[src/rtl/egp_pkg.sv]
package egp_pkg;
  localparam int unsigned NREG_SLOTS = 8;
  localparam int unsigned ADDR_W     = $clog2(NREG_SLOTS * 4);

  typedef enum logic [2:0] {
    REG_DIR = 3'd0,
    REG_ODR = 3'd1,
    REG_DAT = 3'd2,
    REG_EVT = 3'd3,
    REG_MSK = 3'd4,
    REG_ICR = 3'd5
  } reg_idx_e;
endpackage

[src/rtl/egp_sync.sv]
module egp_sync #(
  parameter int unsigned W      = 32,
  parameter int unsigned STAGES = 2
) (
  input  logic         clk_i,
  input  logic         rst_ni,
  input  logic [W-1:0] d_i,
  output logic [W-1:0] q_o
);
  logic [W-1:0] st_q [STAGES];

  always_ff @(posedge clk_i or negedge rst_ni) begin
    if (!rst_ni) begin
      for (int s = 0; s < STAGES; s++) st_q[s] <= '0;
    end else begin
      st_q[0] <= d_i;
      for (int s = 1; s < STAGES; s++) st_q[s] <= st_q[s-1];
    end
  end

  assign q_o = st_q[STAGES-1];
endmodule

[src/rtl/egp_event.sv]
module egp_event #(
  parameter int unsigned W = 32
) (
  input  logic         clk_i,
  input  logic         rst_ni,
  input  logic [W-1:0] cur_i,
  input  logic [W-1:0] fall_only_i,
  input  logic [W-1:0] clr_i,
  output logic [W-1:0] ev_o
);
  logic [W-1:0] prev_q, ev_q, fall, rise, hit;

  assign fall = prev_q & ~cur_i;
  assign rise = ~prev_q & cur_i;
  assign hit  = fall | (rise & ~fall_only_i);

  always_ff @(posedge clk_i or negedge rst_ni) begin
    if (!rst_ni) begin
      prev_q <= '0;
      ev_q   <= '0;
    end else begin
      prev_q <= cur_i;
      ev_q   <= (ev_q & ~clr_i) | hit;  // new edge wins over clear
    end
  end

  assign ev_o = ev_q;

  p_hit_wins_r10: assert property (@(posedge clk_i) disable iff (!rst_ni)
    (hit != '0) |=> ((ev_q & $past(hit)) == $past(hit)));

  p_ev_sticky_r9: assert property (@(posedge clk_i) disable iff (!rst_ni)
    (clr_i == '0) |=> ((ev_q & $past(ev_q)) == $past(ev_q)));

  p_fall_only_r8: assert property (@(posedge clk_i) disable iff (!rst_ni)
    1'b1 |=> (((ev_q & ~$past(ev_q)) & $past(fall_only_i & ~fall)) == '0));
endmodule

[src/rtl/edge_gpio_port.sv]
module edge_gpio_port
  import egp_pkg::*;
#(
  parameter int unsigned NPIN        = 32,
  parameter int unsigned SYNC_STAGES = 2,
  parameter bit          RD_OUT_ZERO = 1'b0
) (
  input  logic                 clk_i,
  input  logic                 rst_ni,
  input  logic                 req_i,
  input  logic                 we_i,
  input  logic [ADDR_W-1:0]    addr_i,
  input  logic [NPIN-1:0]      wdata_i,
  output logic [NPIN-1:0]      rdata_o,
  input  logic [NPIN-1:0]      pad_in_i,
  output logic [NPIN-1:0]      pad_out_o,
  output logic [NPIN-1:0]      pad_oe_o,
  output logic                 irq_o
);
  localparam int unsigned IDX_W = ADDR_W - 2;

  logic [IDX_W-1:0] idx;
  logic             wr;
  logic             unused_lsb;
  logic [NPIN-1:0]  dir_q, odr_q, dat_q, msk_q, icr_q, ev_q;
  logic [NPIN-1:0]  pad_in_r, sync_r, oe_r, out_r, dat_rd, ev_clr;

  assign idx        = addr_i[ADDR_W-1:2];
  assign unused_lsb = ^addr_i[1:0];
  assign wr         = req_i & we_i;

  // register bit NPIN-1-n belongs to pin n
  for (genvar n = 0; n < NPIN; n++) begin : g_pin
    assign pad_in_r[NPIN-1-n] = pad_in_i[n];
    assign pad_oe_o[n]        = oe_r[NPIN-1-n];
    assign pad_out_o[n]       = out_r[NPIN-1-n];
  end

  egp_sync #(.W(NPIN), .STAGES(SYNC_STAGES)) u_sync (
    .clk_i (clk_i),
    .rst_ni(rst_ni),
    .d_i   (pad_in_r),
    .q_o   (sync_r)
  );

  assign ev_clr = (wr && idx == REG_EVT) ? wdata_i : '0;

  egp_event #(.W(NPIN)) u_event (
    .clk_i      (clk_i),
    .rst_ni     (rst_ni),
    .cur_i      (sync_r),
    .fall_only_i(icr_q),
    .clr_i      (ev_clr),
    .ev_o       (ev_q)
  );

  always_ff @(posedge clk_i or negedge rst_ni) begin
    if (!rst_ni) begin
      dir_q <= '0;
      odr_q <= '0;
      dat_q <= '0;
      msk_q <= '0;
      icr_q <= '0;
    end else if (wr) begin
      case (idx)
        REG_DIR: dir_q <= wdata_i;
        REG_ODR: odr_q <= wdata_i;
        REG_DAT: dat_q <= wdata_i;
        REG_MSK: msk_q <= wdata_i;
        REG_ICR: icr_q <= wdata_i;
        default: ;
      endcase
    end
  end

  assign oe_r  = dir_q & (~odr_q | ~dat_q);
  assign out_r = dat_q & ~odr_q;

  if (RD_OUT_ZERO) begin : g_rd_zero
    assign dat_rd = ~dir_q & sync_r;
  end else begin : g_rd_latch
    assign dat_rd = (dir_q & dat_q) | (~dir_q & sync_r);
  end

  always_comb begin
    case (idx)
      REG_DIR: rdata_o = dir_q;
      REG_ODR: rdata_o = odr_q;
      REG_DAT: rdata_o = dat_rd;
      REG_EVT: rdata_o = ev_q;
      REG_MSK: rdata_o = msk_q;
      REG_ICR: rdata_o = icr_q;
      default: rdata_o = '0;
    endcase
  end

  assign irq_o = |(ev_q & msk_q);

  p_irq_masked_r11: assert property (@(posedge clk_i) disable iff (!rst_ni)
    (msk_q == '0) |-> !irq_o);

  p_irq_idle_r11: assert property (@(posedge clk_i) disable iff (!rst_ni)
    (ev_q == '0) |-> !irq_o);

  p_oe_input_r4: assert property (@(posedge clk_i) disable iff (!rst_ni)
    ((oe_r & ~dir_q) == '0));

  p_od_low_r5: assert property (@(posedge clk_i) disable iff (!rst_ni)
    ((out_r & odr_q) == '0));
endmodule

[config.mk]
export PLATFORM = sky130hd
export DESIGN_NAME = edge_gpio_port
export DESIGN_NICKNAME = d
export VERILOG_FILES = /design/src/rtl/egp_pkg.sv /design/src/rtl/egp_sync.sv /design/src/rtl/egp_event.sv /design/src/rtl/edge_gpio_port.sv
export SDC_FILE = /design/constraint.sdc
export NUM_CORES = 1
export LEC_CHECK = 0
export BUFFER_PORTS_ARGS = -buffer_cell sky130_fd_sc_hd__buf_2
export CAP_MARGIN = 20
export CORE_UTILIZATION = 57
export DETAILED_ROUTE_END_ITERATION = 8
export PLACE_DENSITY = 0.77
export SLEW_MARGIN = 10
export SYNTH_ARGS = -nofsm -noshare
export SYNTH_HDL_FRONTEND = slang
export SYNTH_SLANG_ARGS = --single-unit
export TNS_END_PERCENT = 10
[constraint.sdc]
create_clock -name clk_i -period 2.2 [get_ports clk_i]
set_input_delay 0.44 -clock clk_i [delete_from_list [all_inputs] [get_ports clk_i]]
set_output_delay 0.44 -clock clk_i [all_outputs]
set_load 0.05 [all_outputs]
# Word level (Yosys, flattened, before mapping)

Index checks and enable logic that the tools add are counted.

Latch bits: 0
Word-level logic and storage cells: 45
Memories: 0
Register bits: 288
Output and inout bits: 97
Memory bits (writable): 0
Bits in read-only memories: 0
Input bits: 73

Multipliers: 0
Div/mod/pow operators: 0
Eq/ne operators: 5
Magnitude comparators: 0
Multiplexer cells: 2
Add/subtract/negate cells: 0
Reductions and logical operators: 8
Shift operators: 0
Bitwise gates (word level): 21

Operator list:

| kind                 | count |
|---|---|
| $and A32 B32 Y32     | 9 |
| $not A32 Y32         | 7 |
| $pmux W32 S6         | 1 |
| $or A32 B32 Y32      | 4 |
| $mux W32             | 1 |
| $reduce_or A32 Y1    | 1 |
| $reduce_and A2 Y1    | 5 |
| $eq A3 B2 Y1 const B | 2 |
| $eq A3 B3 Y1 const B | 2 |
| $eq A3 B1 Y1 const B | 1 |
| $logic_not A3 Y1     | 1 |
| $and A1 B1 Y1        | 1 |
| $logic_and A1 B1 Y1  | 1 |

# Logic depth before layout (Yosys ltp)

Word-level depth: 6
Gate-level depth with buffers: 7
Mapped depth without buffers: 3

# Modules after synthesis

A second synthesis with hierarchy kept.

Cell total of the unflattened synthesis: 960
Area, all modules: 12,612.1 sq um

Modules (own cells, without submodules):

| module         | seq. area each (sq um) | area an instance (sq um) | cells an instance | instances |
|---|---|---|---|---|
| edge_gpio_port | 4,003.8                | 8,408.1                  | 672               | 1 |
| egp_event      | 1,601.5                | 2,362.3                  | 192               | 1 |
| egp_sync       | 1,601.5                | 1,841.8                  | 96                | 1 |

# Worst setup path before layout

Ideal clock, no wire load.

Path type: input port to output port
From: input addr_i[2]
To: output rdata_o[0]
Arrival: 1.921 ns
Required time: 1.760 ns
Slack: -0.161 ns
Buffers on the path: 2
Stages on the path: 5
Path through: buf_4 > and2_1 > clkbuf_1 > a32oi_1 > o211ai_1

Cells in the longest elaborated chain, start to end: 2
Elaborated cells between the ends (all ways): 7
Classes of those cells: eq/ne (5); mux (1); reduce/logical (1)

Ends and longest elaborated chain:

| what                                       | line                 | text |
|---|---|---|
| start: declaration                         | edge_gpio_port.sv:12 | `input logic [ADDR_W-1:0] addr_i,` |
| $eq A3 B3 Y1, or another cell as far along | edge_gpio_port.sv:86 | `case (idx)` |
| $pmux W32 S6 (*)                           | edge_gpio_port.sv:86 |  |
| end: declaration                           | edge_gpio_port.sv:14 | `output logic [NPIN-1:0] rdata_o,` |

Every way passes the cells marked *; elsewhere a longest branch is shown, timed or not.

# Worst setup path after layout

From: register u_event.ev_q[8], in the netlist u_event.ev_o[8]
To: output irq_o

Cells in the longest elaborated chain, start to end: 2

Ends and longest elaborated chain:

| what                     | line                 | text |
|---|---|---|
| start: declaration       | egp_event.sv:11      | `logic [W-1:0] prev_q, ev_q, fall, rise, hit;` |
| start signal: assignment | egp_event.sv:23      | `ev_q <= (ev_q & ~clr_i) \| hit;` |
| $and A32 B32 Y32         | edge_gpio_port.sv:97 | `assign irq_o = \|(ev_q & msk_q);` |
| $reduce_or A32 Y1        | edge_gpio_port.sv:97 |  |
| end: declaration         | edge_gpio_port.sv:18 | `output logic irq_o` |

No other way between the ends.

==> run_results.csv <==
group,metric,value,unit
run_status,status,"finished with violations",
run_status,violations,"setup timing",
sta,post-route-period-util,116,%
sta,hold_viol,0,
synthesis,postSynthCellCount,914,
sta,finalSetupViolations,2,
synthesis,netlist_area,12200,um^2
die,dieArea,22000,um^2
die,ioPinCount,170,
sta,slew_viol_final,0,
die,coreArea,21000,um^2
synthesis,synth_ff_type,"dfrtp_1",
routing,wirelength,31600,um
clock_tree,cts.path.max_buffers,3,
sta,clock_skew,9.95,ps
synthesis,synth_cell_types,33,
synthesis,syn_area_per_cell,13.4,um^2
power_and_ir_drop,p_int,10900,uW
sta,fmax,393,MHz
clock_tree,clk_latency,540,ps
routing,maxUsedRoutingLayer,"met4",
placement,place_congestion,0.836,
power_and_ir_drop,p_comb_share,25.1,%
setup_path,required,1760,ps
global_routing,first_global_vias,9004,
placement,dp_cells,1352,
die,initial_utilization,58.1,%
sta,relSlewSlack,68.9,%
power_and_ir_drop,p_sw,5280,uW
setup_path,cp_max_fo,3,
placement,port_buffers,167,
routing,ant_nets,0,
min_path,holdCritPathClass,"primary input to register",
setup_path,cp-end-kind,"output pin",
final_layout,seqCellArea,7210,um^2
synthesis,yosysSeqAreaShare,59.0,%
global_routing,gr-total-overflow,0,
sta,setup_ws,-342,ps
clock_tree,cts_buffers,29,
final_layout,fill_cells,1339,
setup_path,startpoint_type,"register",
final_layout,mostFrequentLayoutCell,"dfrtp_1",
power_and_ir_drop,power.total,16100,uW
routing,met3_length,1940,um
routing,drt-met1-wl,13200,um
synthesis,synth-seq-cells,288,
routing,wl_met2,15500,um
sta,finalCriticalPeriod,2540,ps
synthesis,synth_fp_nets,987,
power_and_ir_drop,worst_ir_drop_vdd,0.893,mV
global_routing,grt_util_all_layers,29.3,%
final_layout,instances_no_fill,1433,
clock_tree,htreeDepth,1,
final_layout,drive_gt1_share,38.8,%
synthesis,synth_warnings,0,
power_and_ir_drop,p_per_area,1050,nW/um^2
final_layout,nNetsFinal,1207,
final_layout,most-common-layout-cells,"287 x dfrtp_1, 136 x buf_2, 92 x mux2_2, 65 x a22oi_1, 56 x nand3_1",
setup_path,crit_type,"register to output pin",
synthesis,synth-edff-count,0,
power_and_ir_drop,p_leak,0.00681,uW
clock_tree,tritoncts,"yes",
final_layout,area_delta_synth_final,26.1,%
clock_tree,clk_pin_slew,60,ps
global_routing,grt_pass1_wl,49400,um
clock_tree,clockRootBuffer,"clkbuf_16",
placement,dp_hpwl,20400,um
run,maxCapViolCount,0,
clock_tree,cts.sinks,288,
power_and_ir_drop,pwr-share-clk,32.4,%
global_routing,grt_max_degree,59,
die,die_y,148,um
sta,tightest_slew,464,ps
routing,routedWlPerCell,22.1,um
final_layout,multi_input_area,4750,um^2
routing,vias,8909,
synthesis,async_reset_ff_share,100,%
setup_path,cp.arrival,2100,ps
routing,dr.pass1.iters,5,
routing,vias_per_cell,6.22,
sta,rsz0062_at_grt,"true",
routing,drt_iter0_drc,651,
power_and_ir_drop,seqPwrFrac,42.4,%
die,rows,53,
power_and_ir_drop,p_sw_share,32.7,%
routing,drc_errors,0,
global_routing,antenna_found_initial,1,
die,dieWidth,148,um
==> final cells by class <==
| type | instances | area share, % |
|---|---|---|
| Antenna cell | 1 | 0.0162 |
| Inverter | 35 | 0.853 |
| Timing Repair Buffer | 243 | 12.5 |
| Tap cell | 275 | 2.23 |
| Clock inverter | 13 | 1.11 |
| Sequential cell | 288 | 46.8 |
| Multi-Input combinational cell | 537 | 30.8 |
| Clock buffer | 41 | 5.65 |
==> sequential cells by signal, indices dropped and copies added, names as in the netlist <==
name            count
odr_q              32
icr_q              32
msk_q              32
dir_q              32
u_sync.st_q        32
u_sync.q_o         32
u_event.prev_q     32
u_event.ev_o       32
dat_q              32
==> cell usage after synthesis (2+ instances only) <==
cell	n	area share [%]
a21boi_0	20	1.2
a21oi_1	12	0.49
a221o_1	32	2.6
a22oi_1	88	5.4
a32oi_1	24	1.7
and2_1	5	0.26
and3b_1	2	0.14
buf_1	2	0.061
buf_2	10	0.41
buf_4	5	0.31
buf_6	14	1.3
clkbuf_1	22	0.68
dfrtp_1	288	59
inv_1	35	1.1
mux2_1	36	3.3
mux2_2	103	9.5
mux2_4	30	3.7
nand2b_1	11	0.56
nand3_1	64	2.6
nand4_1	4	0.20
nor2_1	11	0.34
nor2b_1	42	2.2
nor3_1	22	0.90
nor3b_4	2	0.31
o211ai_1	11	0.68
o21ai_0	12	0.49
==> what timing repair did <==
action | CTS | global route
pin swaps | 4 | 7
resized for setup | 51 | 44
buffers inserted | 1 | 1
endpoints found under the setup margin | 26 | 33
hold endpoints to repair | 63 | 1
hold buffers | 23 | 1
==> path summary, 6_finish.rpt <==
| kind | startpoint | to | slack (ps) | cells past startpoint |
|---|---|---|---|---|
| worst min-delay path | pad_in_i[26] | u_sync.st_q[37]$_DFF_PN0_ | 10 | 1 |
| worst max-delay path | u_event.ev_o[8]$_DFF_PN0_ | irq_o | -340 | 4 |
| min in group asynchronous | rst_ni | u_sync.q_o[14]$_DFF_PN0_ | 400 | 2 |
| max in group asynchronous | rst_ni | u_sync.q_o[13]$_DFF_PN0_ | 1150 | 3 |
| worst min register to register | u_sync.st_q[52]$_DFF_PN0_ | u_sync.q_o[20]$_DFF_PN0_ | 340 | 0 |
| worst max register to register | u_sync.q_o[19]$_DFF_PN0_ | u_event.ev_o[19]$_DFF_PN0_ | 1230 | 3 |
==> metrics by stage <==
stage	TNS (ps)	hold slack, ps	worst slack, ps	utilization, %	cell area [um^2]
CTS	-463	0.656	-394	72.4	15200
global placement	-420	332	-51.6	65.5	13800
finish	-343	9.75	-342	73.3	15400
global route	-922	1.19	-405	73.3	15400
detailed placement	-241	336	-48.0	65.5	13800
floorplan	-308	144	-34.2	-	12200
==> routing by layer <==
metal	vias to the layer above	track usage [%]
met5	-	0
met4	0	10.5
met3	70	4.97
li1	3864	-
met2	343	47.1
met1	4632	40.3
==> critical path, cell delays in order (launching register included) <==
cell	delay [ps]
dfrtp_1	420
a22oi_1	270
nand4_1	160
or4_4	540
buf_6	170
==> power groups by stage <==
stage	logic (uW)	registers, uW	clock network [uW]
after floorplan	2870	6640	0
after global placement	3730	6820	0
after detailed placement	3800	6870	0
after CTS	3970	6800	5300
after global routing	4270	6960	5520
final	4060	6840	5230
==> cell families after synthesis <==
group	Yosys count	share of synthesized area [%]
compound gates	200	12.7
simple gates	168	7.91
buf+inv	89	3.86
mux	169	16.5
flops	288	59.0
(Power assumes the default switching activity.)
